### config.mk
export PLATFORM = sky130hd
export DESIGN_NAME = ooo_rename_core
export DESIGN_NICKNAME = d
export VERILOG_FILES = /design/src/rtl/ooo_rename_core.sv
export SDC_FILE = /design/constraint.sdc
export NUM_CORES = 2
export LEC_CHECK = 0
export BUFFER_PORTS_ARGS = -buffer_cell sky130_fd_sc_hd__buf_2
export CAP_MARGIN = 20
export CORE_MARGIN = 3
export CORE_UTILIZATION = 35
export CTS_CLUSTER_DIAMETER = 50
export DETAILED_ROUTE_END_ITERATION = 10
export GPL_TIMING_DRIVEN = 0
export SLEW_MARGIN = 10
export SYNTH_ARGS = -nofsm -noshare
export SYNTH_HDL_FRONTEND = slang
export SYNTH_SLANG_ARGS = --single-unit
### constraint.sdc
create_clock -name clk -period 12.36 [get_ports clk]
set_input_delay 2.472 -clock clk [delete_from_list [all_inputs] [get_ports clk]]
set_output_delay 2.472 -clock clk [all_outputs]
set_load 0.02 [all_outputs]
### src/rtl/ooo_rename_core.sv
module ooo_rename_core #(
  parameter int DW    = 16,
  parameter int NREG  = 8,
  parameter int DEPTH = 4
) (
  input  logic                    clk,
  input  logic                    rst_n,
  input  logic                    in_valid,
  output logic                    in_ready,
  input  logic [1:0]              in_op,
  input  logic [$clog2(NREG)-1:0] in_dst,
  input  logic [$clog2(NREG)-1:0] in_src1,
  input  logic [$clog2(NREG)-1:0] in_src2,
  input  logic [DW-1:0]           in_imm,
  input  logic                    flush,
  output logic                    ret_valid,
  output logic [$clog2(NREG)-1:0] ret_dst,
  output logic [DW-1:0]           ret_data
);
  localparam int RW = $clog2(NREG);
  localparam int TW = $clog2(DEPTH);
  localparam int PW = TW + 1;
  localparam logic [PW-1:0] FULL = PW'(DEPTH);

  typedef struct packed {
    logic          rdy;
    logic [TW-1:0] tag;
    logic [DW-1:0] val;
  } opnd_t;

  logic [PW-1:0] head, tail, cnt;
  logic [TW-1:0] hidx, tidx;
  assign hidx = head[TW-1:0];
  assign tidx = tail[TW-1:0];
  assign cnt  = tail - head;

  logic [DW-1:0] arf    [NREG];
  logic          rn_vld [NREG];
  logic [TW-1:0] rn_tag [NREG];
  logic [DW-1:0] rn_val [NREG];

  logic          e_vld  [DEPTH];
  logic          e_done [DEPTH];
  logic          e_iss  [DEPTH];
  logic [1:0]    e_op   [DEPTH];
  logic [RW-1:0] e_dst  [DEPTH];
  logic [DW-1:0] e_imm  [DEPTH];
  logic [DW-1:0] e_res  [DEPTH];
  logic          e_r1   [DEPTH];
  logic [TW-1:0] e_t1   [DEPTH];
  logic [DW-1:0] e_v1   [DEPTH];
  logic          e_r2   [DEPTH];
  logic [TW-1:0] e_t2   [DEPTH];
  logic [DW-1:0] e_v2   [DEPTH];

  logic          alu_vld;
  logic [TW-1:0] alu_tag;
  logic [DW-1:0] alu_res;

  assign in_ready  = (cnt != FULL) && !flush;
  assign ret_valid = e_vld[hidx] && e_done[hidx] && !flush;
  assign ret_dst   = e_dst[hidx];
  assign ret_data  = e_res[hidx];

  logic do_disp;
  assign do_disp = in_valid && in_ready;

  function automatic opnd_t look(input logic [RW-1:0] r);
    opnd_t o;
    o.tag = rn_tag[r];
    o.rdy = 1'b1;
    if (rn_vld[r])                          o.val = rn_val[r];
    else if (e_done[rn_tag[r]])             o.val = e_res[rn_tag[r]];
    else if (alu_vld && alu_tag == rn_tag[r]) o.val = alu_res;
    else begin
      o.rdy = 1'b0;
      o.val = '0;
    end
    return o;
  endfunction

  opnd_t op1, op2;
  assign op1 = look(in_src1);
  assign op2 = look(in_src2);

  logic          iss_go;
  logic [TW-1:0] iss_idx;
  always_comb begin
    iss_go  = 1'b0;
    iss_idx = hidx;
    for (int k = 0; k < DEPTH; k++) begin
      if (!iss_go && e_vld[hidx + TW'(k)] && !e_done[hidx + TW'(k)] && !e_iss[hidx + TW'(k)]
          && e_r1[hidx + TW'(k)] && e_r2[hidx + TW'(k)]) begin
        iss_go  = 1'b1;
        iss_idx = hidx + TW'(k);
      end
    end
  end

  logic [DW-1:0] alu_out;
  always_comb begin
    case (e_op[iss_idx])
      2'd0:    alu_out = e_v1[iss_idx] + e_v2[iss_idx];
      2'd1:    alu_out = e_v1[iss_idx] - e_v2[iss_idx];
      2'd2:    alu_out = e_v1[iss_idx] ^ e_v2[iss_idx];
      default: alu_out = e_v1[iss_idx] + e_imm[iss_idx];
    endcase
  end

  always_ff @(posedge clk or negedge rst_n) begin
    if (!rst_n) begin
      head    <= '0;
      tail    <= '0;
      alu_vld <= 1'b0;
      alu_tag <= '0;
      alu_res <= '0;
      for (int r = 0; r < NREG; r++) begin
        arf[r]    <= '0;
        rn_vld[r] <= 1'b1;
        rn_tag[r] <= '0;
        rn_val[r] <= '0;
      end
      for (int e = 0; e < DEPTH; e++) begin
        e_vld[e]  <= 1'b0;
        e_done[e] <= 1'b0;
        e_iss[e]  <= 1'b0;
        e_op[e]   <= '0;
        e_dst[e]  <= '0;
        e_imm[e]  <= '0;
        e_res[e]  <= '0;
        e_r1[e]   <= 1'b0;
        e_t1[e]   <= '0;
        e_v1[e]   <= '0;
        e_r2[e]   <= 1'b0;
        e_t2[e]   <= '0;
        e_v2[e]   <= '0;
      end
    end else if (flush) begin
      tail    <= head;
      alu_vld <= 1'b0;
      for (int e = 0; e < DEPTH; e++) e_vld[e] <= 1'b0;
      for (int r = 0; r < NREG; r++) begin
        rn_vld[r] <= 1'b1;
        rn_val[r] <= arf[r];
      end
    end else begin
      alu_vld <= iss_go;
      alu_tag <= iss_idx;
      alu_res <= alu_out;
      if (iss_go) e_iss[iss_idx] <= 1'b1;

      if (alu_vld) begin
        e_done[alu_tag] <= 1'b1;
        e_res[alu_tag]  <= alu_res;
        for (int e = 0; e < DEPTH; e++) begin
          if (e_vld[e] && !e_r1[e] && e_t1[e] == alu_tag) begin
            e_r1[e] <= 1'b1;
            e_v1[e] <= alu_res;
          end
          if (e_vld[e] && !e_r2[e] && e_t2[e] == alu_tag) begin
            e_r2[e] <= 1'b1;
            e_v2[e] <= alu_res;
          end
        end
      end

      if (ret_valid) begin
        arf[e_dst[hidx]] <= e_res[hidx];
        e_vld[hidx]      <= 1'b0;
        head             <= head + 1'b1;
        if (!rn_vld[e_dst[hidx]] && rn_tag[e_dst[hidx]] == hidx) begin
          rn_vld[e_dst[hidx]] <= 1'b1;
          rn_val[e_dst[hidx]] <= e_res[hidx];
        end
      end

      if (do_disp) begin
        e_vld[tidx]  <= 1'b1;
        e_done[tidx] <= 1'b0;
        e_iss[tidx]  <= 1'b0;
        e_op[tidx]   <= in_op;
        e_dst[tidx]  <= in_dst;
        e_imm[tidx]  <= in_imm;
        e_r1[tidx]   <= op1.rdy;
        e_t1[tidx]   <= op1.tag;
        e_v1[tidx]   <= op1.val;
        e_r2[tidx]   <= op2.rdy;
        e_t2[tidx]   <= op2.tag;
        e_v2[tidx]   <= op2.val;
        rn_vld[in_dst] <= 1'b0;
        rn_tag[in_dst] <= tidx;
        tail           <= tail + 1'b1;
      end
    end
  end

  AST_NO_OVERFLOW: assert property (@(posedge clk) disable iff (!rst_n) cnt <= FULL);
  AST_FLUSH_EMPTY: assert property (@(posedge clk) disable iff (!rst_n) flush |=> (cnt == '0 && !alu_vld && !ret_valid));
  AST_BCAST_LIVE: assert property (@(posedge clk) disable iff (!rst_n) alu_vld |-> (e_vld[alu_tag] && e_iss[alu_tag] && !e_done[alu_tag]));
  AST_RETIRE_STEP: assert property (@(posedge clk) disable iff (!rst_n) ret_valid |=> head == PW'($past(head) + 1'b1));

  for (genvar g = 0; g < NREG; g++) begin : g_rn_chk
    logic [TW-1:0] off;
    assign off = rn_tag[g] - hidx;
    AST_RENAME_LIVE: assert property (@(posedge clk) disable iff (!rst_n)
      !rn_vld[g] |-> ({1'b0, off} < cnt && e_dst[rn_tag[g]] == RW'(g)));
  end

  for (genvar g = 0; g < DEPTH; g++) begin : g_ent_chk
    logic [TW-1:0] eoff, roff;
    assign eoff = TW'(g) - hidx;
    assign roff = rn_tag[e_dst[g]] - hidx;
    AST_ENTRY_RENAMED: assert property (@(posedge clk) disable iff (!rst_n)
      e_vld[g] |-> (!rn_vld[e_dst[g]] && roff >= eoff && {1'b0, roff} < cnt));
  end
endmodule

* After elaboration in Yosys (flattened, before gate mapping)
Index checks and enable logic that the tools add are counted.
** Cells by class
- $add $sub $neg :: 9
- Order comparisons :: 19
- Eq/ne operators :: 14
- Multiplexer cells :: 220
- Bitwise gates (word level) :: 26
- Reductions and logical operators :: 77
** Operator list (count)
- two-way mux 16 bit :: 33
- two-way mux 128 bit :: 3
- two-way mux 64 bit :: 6
- bitwise mux 128 bit :: 2
- bitwise mux 64 bit :: 4
- binary-select mux 16 bit (select 2 bit) :: 6
- binary-select mux 16 bit (select 3 bit) :: 2
- two-way mux 1 bit :: 75
- demux 16 bit (select 2 bit) :: 2
- two-way mux 4 bit :: 16
- demux 16 bit (select 3 bit) :: 1
- logical AND 1 bit :: 48
- case mux 16 bit (3 select lines) :: 1
- binary-select mux 1 bit (select 2 bit) :: 22
- two-way mux 8 bit :: 5
- adder 16 bit :: 2
- >= comparator 3 bit, second input constant :: 9
- inverter 2 -> 3 bit :: 9
- two-way mux 2 bit :: 13
- bitwise mux 8 bit :: 3
- == test 2 bit :: 11
- zero test 1 bit :: 21
- binary-select mux 2 bit (select 3 bit) :: 3
- bitwise mux 16 bit :: 1
- other kinds (34) :: 67
** Word-level totals
- Register bits after elaboration :: 617
- Input port bits :: 31
- Output and inout bits :: 21
- Word-level logic and storage cells :: 454

* Longest topological paths before layout
- Depth in word-level cells :: 41
- Depth in mapped cells :: 33

* Worst setup path before layout
Ideal clock, no wire load.
- Path type :: reg-to-reg
- From :: register head[0]
- To :: register alu_res[14]
- Arrival :: 5.553 ns
- Data required time :: 12.227 ns
- Setup slack :: 6.674 ns
- Stages on the path, launching flop included :: 32
- Period minus slack after synthesis :: 5.686 ns
- Cell sequence :: dfrtp_1 > buf_6 > buf_2 > inv_1 > ha_1 > inv_1 > o21a_1 > a2111o_2 > o21ai_2 > buf_6 > buf_6 > buf_6 > buf_2 > nand2_1 > nand3_1 > nand2_1 > mux2i_1 > ha_1 > fa_1 > nor2b_1 > o21ai_0 > a21boi_0 > o21ai_0 > a21boi_0 > o21ai_0 > a21boi_0 > o21ai_0 > a21oi_1 > a31oi_1 > xnor2_1 > a21oi_1 > o21ai_0
** On the way
- Cells in the longest elaborated chain, start to end :: 37
- Elaborated cells on any way between the ends :: 124
- Classes of those cells :: 6 x add/sub; 2 x eq/ne; 79 x mux; 6 x bitwise; 31 x reduce/logical
** Ends and longest elaborated chain
- start: declaration :: RTL line 31 : logic [PW-1:0] head, tail, cnt;
- start signal: assignment :: RTL line 170 : head <= head + 1'b1;
- inverter 2 -> 3 bit (implied by the code) :: RTL line 92, 93
- binary-select mux 1 bit (select 2 bit) :: RTL line 92 : if (!iss_go && e_vld[hidx + TW'(k)] && !e_done[hidx + TW'(k)] && !e_iss[hidx + TW'(k)]
- two-way mux 1 bit (implied by the code) (2 in series) :: RTL line 92
- zero test 1 bit :: RTL line 92
- logical AND 1 bit (2 in series) :: RTL line 92
- logical AND 1 bit (2 in series) :: RTL line 93 : && e_r1[hidx + TW'(k)] && e_r2[hidx + TW'(k)]) begin
- two-way mux 1 bit :: RTL line 92
- zero test 1 bit :: RTL line 92
- (+14 left out)
- logical AND 1 bit (3 in series) :: RTL line 92
- logical AND 1 bit (2 in series) :: RTL line 93
- two-way mux 2 bit * :: RTL line 92
- inverter 2 -> 3 bit (implied by the code) *
- binary-select mux 16 bit (select 2 bit) (tied with other cells)
- two-way mux 16 bit (implied by the code) (tied with other cells) (2 in series)
- adder 16 bit (tied with other cells) :: RTL line 106 : default: alu_out = e_v1[iss_idx] + e_imm[iss_idx];
- case mux 16 bit (3 select lines) * :: RTL line 102 : case (e_op[iss_idx])
- end signal: assignment :: RTL line 149 : alu_res <= alu_out;
- end: declaration :: RTL line 58 : logic [DW-1:0] alu_res;
Every way passes the cells marked *; elsewhere a longest branch is shown, timed or not. The select of a mux whose other input is x is not followed.
A chain may end at the register's enable or synchronous reset.

* Final worst setup path
- From :: register head[1]
- To :: register alu_res[14]
Same word-level chain as after synthesis.

==> flow_summary.toml <==
[clocking]
htree_levels = 3
clk_latency_ns = 0.67
cts_num_sinks = 617
cts_buffer_depth = 3
path_clk_slew_ns = 0.06
cts-buffers-inserted = 79
post_cts_resized = 0
cts_hold_buf = 0
post_cts_buffers = 0
clockRootBuffer = "clkbuf_16"
cts_tree = "yes"

[sta]
hold_viol = 0
rsz0062_at_grt = "no"
tightest_slew_ns = 1.12
fmax_mhz = 123
clock_skew_ns = 0.0449
period_needed_ns = 8.13
setup_viol = 0
period_share_pct = 65.7
slew_headroom_pct = 25.4
drv_slew = 0

[power_and_ir_drop]
leakage_uw = 0.0177
vdd_drop_max_uv = 203
power_uw = 11800
pwr_density_cell_nw_per_um2 = 306

[floorplan]
io_pins = 52
die_w_um = 317
start_util_pct = 35.5
rows = 113
die_h_um = 317
coreArea_um2 = 95400
dieArea_um2 = 101000

[yosys]
syn-num-nets = 3490
ys_warn_count = 0
yosys.area_share.simple_pct = 13.3
synth_top_family_by_area = "multiplexers"
muxShareOfSynthArea_pct = 21.8
synth_edf_count = 0
syn_area_um2 = 33900
ys_types = 72
syn_avg_cell_area_um2 = 9.87
async_flop_share_pct = 100
ys.flop_type = "dfrtp_1"
synth_xor_area_share_pct = 2.09
ys_seq_area_share_pct = 45.6
synthCells = 3431
ys_ff_latch = 617
synth_fa_ha_area_share_pct = 1.06
synth-compound-area-share_pct = 12.3

[critical_path]
crit_type = "flip-flop to flip-flop"
start_kind = "flip-flop"
max_stage_delay_ns = 0.85
crit_top_cell = "o21ai_0"
critPathCaptureType = "flip-flop"
cp_slowest_cell = "clkbuf_1"
cp_max_fo = 12
worstPathArrival_ns = 8.62
required_ns = 12.86

[grt]
grt_max_degree = 112
gr-total-overflow = 0
grt_pass1_wl_um = 167000
antenna_found_initial = 1
grt_usage_pct = 21.8
grt_pass1_vias = 26500

[place]
dp_hpwl_um = 83000
port_buffers = 48
routabilityCongestion = 0.919

[drt]
wirelength_um = 111000
vias = 27100
drc = 0
routed_via_density = 5.54
drt_iter0_drc = 2669
first_pass_iters = 5
drtAntennaViolNets = 0
wire_per_inst_um = 22.6

[layout]
fillCellCount = 9352
final_common_cell = "nand2_1"
nets = 3625
drive_gt1_share_pct = 16.2
diodes = 0
mostFrequentLayoutCells = "nand2_1 (662), dfrtp_1 (609), o21ai_0 (331)"
syn_to_final_growth_pct = 13.7
utilization_pct = 40.4

[hold_path]
hp-class = "flip-flop to flip-flop"

[job]
drv_cap = 0

[outcome]
status = "complete, no violations"
[final timing paths]
check	start	endpoint	slack, ns	cells past startpoint
setup reg to reg	head[1]	alu_res[14]	4.23	29
min in group asynchronous	rst_n	e_imm[19]	1.89	1
hold / removal	arf[66]	rn_val[66]	0.46	2
setup / recovery	head[1]	alu_res[14]	4.23	29
hold reg to reg	arf[66]	rn_val[66]	0.46	2
max in group asynchronous	rst_n	arf[32]	8.89	3
[metal layers]
layer	GRT usage (%)	up-vias	part of all wire (%)
met5	0	-	0
met4	7.36	0	3.4
met3	3.64	221	6.8
met2	35.2	1036	47
met1	29.9	13600	43
li1	-	12300	-
[metrics by stage]
step	hold slack [ns]	cell area (um^2)	TNS [ns]	std cells	setup WS [ns]
2_1_floorplan	0.440	33900	0	3431	6.67
3_3_place_gp	0.455	35700	-2788.22	4744	-4.68
3_5_place_dp	0.462	35900	0	4750	4.47
4_1_cts	0.471	38500	0	4893	4.45
5_1_grt	0.488	38500	0	4893	3.85
6_report	0.463	38500	0	4893	4.23
[Yosys cell counts, types with 9 or more instances]
cell type,number,area (um^2)
or2_2,10,62.6
nor2b_1,41,257
a22o_1,33,289
dfrtp_1,609,15200
a21oi_1,249,1250
inv_1,32,120
xnor2_1,35,307
buf_6,9,101
o211ai_1,23,173
mux2i_1,256,2560
mux2_2,224,2520
nor2_1,246,923
buf_2,27,135
mux4_2,102,2300
nor3_1,9,45.0
o21ai_0,331,1660
clkbuf_1,200,751
xor2_1,46,403
ha_1,27,338
nand2_1,662,2480
a211oi_1,36,270
buf_1,38,143
and3_1,23,144
nand3_1,18,90.1
a31oi_1,24,150
[flip-flops by register name (all words and copies together), names as in the netlist, 12 cells and up]
register	count
alu_res	16
arf	128
e_dst	12
e_imm	64
e_res	64
e_v1	64
e_v2	64
rn_tag	16
rn_val	128
[power by group]
group          leakage [uW]  internal (uW)  total [uW]  switching [uW]
Clock               0.00130           1370        2360             987
Combinational       0.00837           2320        6200            3880
Sequential          0.00803           2710        3220             506
[layout make-up]
type	instances	area, um^2	area share [%]
buffer	280	1170	3.05
timing repair buffer	54	393	1.02
clock buffer	105	2170	5.65
tap	1265	1580	4.11
sequential	617	15400	40.1
clock inverter	38	475	1.23
inverter	33	126	0.328
multi-input combinational	2501	17100	44.5
[critical path: cells and delay by family (launching register included)]
kind	cells	cell delay (ns)
AO/OA/AOI/OAI	15	2.98
buffers and inverters	7	2.76
adder cells (fa/ha/maj)	3	1.28
flip-flops	1	0.41
AND/OR/NAND/NOR	3	0.34
XOR/XNOR	1	0.15
[cell families after synthesis]
group	after synthesis
buffers and inverters	313
XOR/XNOR	81
AND/OR/NAND/NOR	1072
flip-flops	617
adder cells (fa/ha/maj)	28
AO/OA/AOI/OAI	738
multiplexers	582
Note: power is estimated with default switching activity, not from simulation.
